[src/rtl/gap_tag_pkg.sv]
package gap_tag_pkg;

  localparam int DATA_W    = 14;
  localparam int TAG_W     = 2;
  localparam int WORD_W    = DATA_W + TAG_W;
  localparam int CHAN_W    = 4;
  localparam int CNT_W     = 38;
  localparam int ERR_WORDS = 3;
  localparam int IDX_W     = 2;

  // Field split of the lost count across the three error words
  localparam int HI_LSB  = 24;
  localparam int MID_LSB = 10;

  localparam logic [TAG_W-1:0] TAG_DATA = 2'b00;
  localparam logic [TAG_W-1:0] TAG_E1   = 2'b01;
  localparam logic [TAG_W-1:0] TAG_E2   = 2'b10;
  localparam logic [TAG_W-1:0] TAG_E3   = 2'b11;

  localparam logic [IDX_W-1:0] IDX_LAST = IDX_W'(ERR_WORDS - 1);

  typedef enum logic [1:0] {
    ST_NORMAL = 2'd0,
    ST_DROP   = 2'd1,
    ST_EMIT   = 2'd2
  } gt_state_e;

  typedef struct packed {
    logic [CNT_W-1:0]  cnt;
    logic [CHAN_W-1:0] chan;
  } gt_report_t;

  function automatic logic [WORD_W-1:0] pack_data(input logic [DATA_W-1:0] s);
    return {TAG_DATA, s};
  endfunction

  function automatic logic [WORD_W-1:0] pack_err(input logic [IDX_W-1:0] idx,
                                                  input gt_report_t rep);
    logic [WORD_W-1:0] w;
    case (idx)
      2'd0:    w = {TAG_E1, rep.cnt[CNT_W-1:HI_LSB]};
      2'd1:    w = {TAG_E2, rep.cnt[HI_LSB-1:MID_LSB]};
      default: w = {TAG_E3, rep.cnt[MID_LSB-1:0], rep.chan};
    endcase
    return w;
  endfunction

  function automatic logic [CNT_W-1:0] sat_inc(input logic [CNT_W-1:0] n,
                                                input logic [CNT_W-1:0] lim);
    return (n >= lim) ? lim : n + CNT_W'(1);
  endfunction

endpackage

[src/rtl/gt_loss_counter.sv]
module gt_loss_counter
  import gap_tag_pkg::*;
#(
  parameter logic [CNT_W-1:0] LIMIT = '1
) (
  input  logic             clk,
  input  logic             rst_n,
  input  logic             inc,
  input  logic             clr,
  output logic [CNT_W-1:0] cnt,
  output logic [CNT_W-1:0] cnt_upd
);

  always_comb begin
    cnt_upd = inc ? sat_inc(cnt, LIMIT) : cnt;
  end

  always_ff @(posedge clk) begin
    if (!rst_n)    cnt <= '0;
    else if (clr)  cnt <= '0;
    else           cnt <= cnt_upd;
  end

endmodule

[src/rtl/gt_ctrl.sv]
module gt_ctrl
  import gap_tag_pkg::*;
(
  input  logic             clk,
  input  logic             rst_n,
  input  logic             in_valid,
  input  logic             fifo_full,
  input  logic             fifo_room,
  input  logic             backlog,
  output gt_state_e        state,
  output logic [IDX_W-1:0] idx,
  output logic             ev_drop,
  output logic             ev_start,
  output logic             ev_done
);

  always_comb begin
    ev_drop  = in_valid && ((state != ST_NORMAL) || fifo_full);
    ev_start = (state == ST_DROP) && fifo_room;
    ev_done  = (state == ST_EMIT) && (idx == IDX_LAST);
  end

  always_ff @(posedge clk) begin
    if (!rst_n) begin
      state <= ST_NORMAL;
      idx   <= '0;
    end else begin
      case (state)
        ST_NORMAL: if (ev_drop) state <= ST_DROP;
        ST_DROP: if (ev_start) begin
          state <= ST_EMIT;
          idx   <= '0;
        end
        ST_EMIT: if (ev_done) begin
          state <= backlog ? ST_DROP : ST_NORMAL;
          idx   <= '0;
        end else begin
          idx <= idx + IDX_W'(1);
        end
        default: begin
          state <= ST_NORMAL;
          idx   <= '0;
        end
      endcase
    end
  end

endmodule

[src/rtl/gt_word_mux.sv]
module gt_word_mux
  import gap_tag_pkg::*;
(
  input  gt_state_e         state,
  input  logic [IDX_W-1:0]  idx,
  input  logic              in_valid,
  input  logic              fifo_full,
  input  logic [DATA_W-1:0] in_sample,
  input  gt_report_t        rep,
  output logic              out_wr,
  output logic [WORD_W-1:0] out_word
);

  always_comb begin
    out_wr   = 1'b0;
    out_word = '0;
    case (state)
      ST_NORMAL: begin
        out_wr   = in_valid && !fifo_full;
        out_word = pack_data(in_sample);
      end
      ST_EMIT: begin
        out_wr   = 1'b1;
        out_word = pack_err(idx, rep);
      end
      default: begin
        out_wr   = 1'b0;
        out_word = '0;
      end
    endcase
  end

endmodule

[src/rtl/gap_tagger.sv]
module gap_tagger
  import gap_tag_pkg::*;
#(
  parameter int               SPACE_W  = 15,
  parameter logic [CNT_W-1:0] LOST_MAX = '1
) (
  input  logic               clk,
  input  logic               rst_n,
  input  logic               in_valid,
  input  logic [DATA_W-1:0]  in_sample,
  input  logic [CHAN_W-1:0]  in_chan,
  input  logic [SPACE_W-1:0] fifo_space,
  output logic               out_wr,
  output logic [WORD_W-1:0]  out_word
);

  localparam logic [SPACE_W-1:0] ROOM_NEED = SPACE_W'(ERR_WORDS);

  // Named internal events, also observed by the checker
  logic             fifo_full;
  logic             fifo_room;
  logic             ev_drop;
  logic             ev_start;
  logic             ev_done;
  logic             st_normal;
  logic             backlog;
  gt_state_e        state;
  logic [IDX_W-1:0] idx;
  logic [CNT_W-1:0] live_cnt;
  logic [CNT_W-1:0] live_upd;
  logic [CHAN_W-1:0] live_chan;
  logic [CHAN_W-1:0] chan_upd;
  gt_report_t       rep;

  assign fifo_full = (fifo_space == '0);
  assign fifo_room = (fifo_space >= ROOM_NEED);
  assign st_normal = (state == ST_NORMAL);
  assign backlog   = (live_upd != '0);
  assign chan_upd  = ev_drop ? in_chan : live_chan;

  gt_ctrl u_ctrl (
    .clk      (clk),
    .rst_n    (rst_n),
    .in_valid (in_valid),
    .fifo_full(fifo_full),
    .fifo_room(fifo_room),
    .backlog  (backlog),
    .state    (state),
    .idx      (idx),
    .ev_drop  (ev_drop),
    .ev_start (ev_start),
    .ev_done  (ev_done)
  );

  gt_loss_counter #(.LIMIT(LOST_MAX)) u_cnt (
    .clk    (clk),
    .rst_n  (rst_n),
    .inc    (ev_drop),
    .clr    (ev_start),
    .cnt    (live_cnt),
    .cnt_upd(live_upd)
  );

  // Channel of the most recent dropped sample
  always_ff @(posedge clk) begin
    if (!rst_n) live_chan <= '0;
    else        live_chan <= chan_upd;
  end

  // Report snapshot: loaded when the sequence starts, cleared after word 3
  always_ff @(posedge clk) begin
    if (!rst_n) begin
      rep <= '0;
    end else if (ev_start) begin
      rep.cnt  <= live_upd;
      rep.chan <= chan_upd;
    end else if (ev_done) begin
      rep <= '0;
    end
  end

  gt_word_mux u_mux (
    .state    (state),
    .idx      (idx),
    .in_valid (in_valid),
    .fifo_full(fifo_full),
    .in_sample(in_sample),
    .rep      (rep),
    .out_wr   (out_wr),
    .out_word (out_word)
  );

endmodule

[config.mk]
export PLATFORM = sky130hd
export DESIGN_NAME = gap_tagger
export DESIGN_NICKNAME = d
export VERILOG_FILES = /design/src/rtl/gap_tag_pkg.sv /design/src/rtl/gt_loss_counter.sv /design/src/rtl/gt_ctrl.sv /design/src/rtl/gt_word_mux.sv /design/src/rtl/gap_tagger.sv
export SDC_FILE = /design/constraint.sdc
export NUM_CORES = 1
export LEC_CHECK = 0
export ABC_AREA = 0
export BUFFER_PORTS_ARGS = -buffer_cell sky130_fd_sc_hd__buf_2
export CAP_MARGIN = 10
export CORE_ASPECT_RATIO = 0.7
export CORE_MARGIN = 4
export CORE_UTILIZATION = 39
export CTS_CLUSTER_SIZE = 25
export DETAILED_ROUTE_END_ITERATION = 8
export GPL_TIMING_DRIVEN = 1
export SYNTH_ARGS = -nofsm -noshare
export SYNTH_HDL_FRONTEND = slang
export SYNTH_HIERARCHICAL = 1
export SYNTH_SLANG_ARGS = --single-unit
[constraint.sdc]
create_clock -name clk -period 4.8 [get_ports clk]
set_input_delay 0.96 -clock clk [delete_from_list [all_inputs] [get_ports clk]]
set_output_delay 0.96 -clock clk [all_outputs]
set_load 0.05 [all_outputs]
==> summary.md <==
| Metric | Value |
|---|---|
| Io pins | `53` |
| Worst-Skew Late Latency | `340 ps` |
| P_sw | `0.337 mW` |
| Vias per cell | `6.12` |
| Synth area leaders | `dfxtp_1 39%, a22o_1 8.1%, nand3_1 3.6%` |
| CTS Root Cell | `clkbuf_16` |
| Synth Flop Type | `dfxtp_1` |
| CORE AREA | `11200 µm²` |
| Die footprint | `13500 µm²` |
| Die Ht | `98.4 µm` |
| Slew margin rel. | `0.269` |
| RSZ-0062 raised after global routing | `false` |
| Synth Instances | `487` |
| Starting density of the core | `0.406` |
| Syn Area/Cell | `9.36 µm²` |
| Syn_nets | `524` |
| P_leak | `2.08 nW` |
| Synth area leader | `dfxtp_1` |
| Total wire length | `13200 µm` |
| Clk slew on worst S/H paths | `70 ps` |
| Post-synth top area share | `0.387` |
| Placed cells | `663` |
| Final #Nets | `558` |
| HPWL after DPL | `9730 µm` |
| Vias | `4157` |
| Clock Power Share | `0.505` |
| Pre-CTS WS | `192 ps` |
| CTS buffer count | `9` |
| Cell Rows | `32` |
| Cell Area, Synth | `4560 µm²` |
| Largest net degree at the start of global routing | `39` |
| CP endpoint kind | `register` |
| Final Slew Violations | `0` |
| Worst path required time | `5030 ps` |
| CP startpoint kind | `primary input` |
| Post-CTS resize count | `0` |
| Setup tns final | `0 ps` |
| Maxcap violations | `0` |
| Worst hold-check slack | `471 ps` |
| Clk buf depth | `2` |
| Reg-to-reg slack, setup | `1470 ps` |
| EDFF count, synth | `0` |
| Proportion of layout cells with a drive suffix above 1 | `0.200` |
| Router iterations before antenna repair | `5` |
| First-pass GRT wire length | `20900 µm` |
| Hold/Removal Path Class | `reg -> reg` |
| Min-delay src | `rep[4]` |
| Area delta synth->final | `13.7%` |
| Global-route usage over all layers | `0.198` |
| Final setup violation count | `0` |
| Yosys synthesis warning count | `6` |
| Fin worst setup slack | `502 ps` |
| Switching share of power | `0.209` |
| DIE WIDTH | `137 µm` |
| Avg WL per Cell | `19.4 µm` |
| Pwr Density | `312 nW/µm²` |
| Post-synth cell types | `52` |
| Worst Reg2Reg Path Length in Cells | `10` |
| Reg2Reg Capture Point | `u_ctrl/state[0]` |
| Combinational share of power | `0.043` |
| Yosys reg bits | `88` |
| Setup repair bufs after CTS | `0` |
| Peak VDD IR | `0.215 mV` |
| Initial antenna violation count | `0` |
| Hold_buf cts | `0` |
| Total power | `1.61 mW` |
| Fin util | `0.462` |
| Tcrit/Tclk final | `0.895` |
| Reg power frac | `0.452` |
| Most frequent cells after synthesis | `88 x dfxtp_1, 42 x a22o_1, 33 x nand3_1` |
| Slew @ Worst Pin | `1090 ps` |
| R2r startpoint | `u_ctrl/state[1]` |
| Layout Cells excl Fill | `679` |
| H-tree depth | `3` |
| CP arrival | `4530 ps` |
| Status | `finished clean` |
| Aggregate global routing overflow | `0` |
| Initial DRC count | `410` |
| DRC | `0` |
| Routed Antenna Nets | `0` |
| Worst-case clock skew | `7.11 ps` |
| CP Max Fanout | `11` |
| Vias in the first global route | `3873` |
| GP Congestion | `0.892` |
| Final Hold Fails | `0` |
| Count leader, synth | `dfxtp_1` |
| Tmin final | `4300 ps` |
| Antenna Cells | `0` |
| Critical path class | `in -> reg` |
| Sequential share of the synthesized area | `0.387` |
| Async S/R FF share, synth | `0` |
| CTS sink count | `88` |
| Dpl cell area | `4830 µm²` |
| IO Port Bufs | `52` |
| Int Pwr | `1.28 mW` |
| Hold path depth | `1` |
| CTS tree | `built` |
| WHS Endpoint | `rep[4]` |
| Fmax | `0.233 GHz` |
| Fin area | `5180 µm²` |
==> critical path, cell delays in order <==
cell      delay [ps]
buf_2            100
nor4_1           260
nand4_1          150
nor3_1           290
o31a_2           380
nand4_1          240
or4_1            710
o21ai_0          310
nand3_1          160
nor4_1           390
nand2_1           90
or3_1            380
nand2_1           60
a21boi_1          50
==> registers in the layout, indices dropped and copies added, names as in the netlist <==
signal	flops
live_chan	4
u_ctrl/state	2
rep	42
u_ctrl/idx	2
u_cnt/cnt	38
==> worst max-delay path by stage <==
stage                              start         endpoint  slack [ps]  depth (start not counted)
final                      fifo_space[3]  u_ctrl/state[0]         500                         14
after global routing      fifo_space[11]  u_ctrl/state[0]         160                         14
after global placement     fifo_space[3]  u_ctrl/state[0]         350                         14
after CTS                  fifo_space[3]  u_ctrl/state[0]         530                         14
after floorplan            fifo_space[3]  u_ctrl/state[0]         820                         15
after detailed placement   fifo_space[3]  u_ctrl/state[0]         190                         14
==> power groups by stage <==
| stage | Sequential, mW | Clock, mW | Combinational [mW] |
|---|---|---|---|
| global route | 0.730 | 0.854 | 0.0740 |
| detailed placement | 0.746 | 0 | 0.0699 |
| finish | 0.730 | 0.815 | 0.0698 |
| floorplan | 0.746 | 0 | 0.0462 |
| CTS | 0.730 | 0.825 | 0.0700 |
| global placement | 0.746 | 0 | 0.0694 |
==> layout by cell type (no fill, tap or decap), types with 3 or more instances in the layout <==
master and n:
and4_1 4, inv_1 8, or4_4 4, and3_1 4, nor2b_1 4, xor2_1 5
xnor2_1 8, buf_4 9, mux2_4 8, dfxtp_1 88, mux2i_1 5, nand3_1 32
a22o_1 42, o21ai_0 6, or3_1 8, buf_2 52, bufinv_16 3, a221o_1 14
nor2_1 12, and4b_1 15, a21oi_1 23, nand2_1 32, nor4_1 18, clkbuf_16 9
a31oi_1 24, nor3_1 8, o31ai_1 13, or4_1 12, nand4_1 18, nand2b_1 4
mux2_2 6
==> routing by layer <==
layer,global-route usage,part of all wire,wire length [µm]
met5,0,0,0
met4,0.0437,0.0085,112
met1,0.308,0.50,6560
met3,0.0612,0.080,1050
met2,0.264,0.41,5440
==> layout make-up <==
| class | instances | area [µm²] |
|---|---|---|
| timing repair buffer | 61 | 328 |
| clock buffer | 11 | 243 |
| fill | 1103 | 6030 |
| clock inverter | 5 | 104 |
| tap | 153 | 191 |
| sequential | 88 | 1760 |
| inverter | 8 | 30.0 |
| multi-input combinational | 353 | 2520 |
==> cells by family after synthesis <==
| group | count (synthesis) | share of synthesized area |
|---|---|---|
| and+or+nand+nor | 189 | 0.259 |
| AOI/OAI and AO/OA | 131 | 0.213 |
| DFF | 88 | 0.387 |
| buffers and inverters | 46 | 0.0610 |
| muxes | 19 | 0.0522 |
| xor gates and xnor gates | 13 | 0.0250 |
| adders and majority gates | 1 | 0.00275 |
Note: power is estimated with default switching activity, not from simulation.
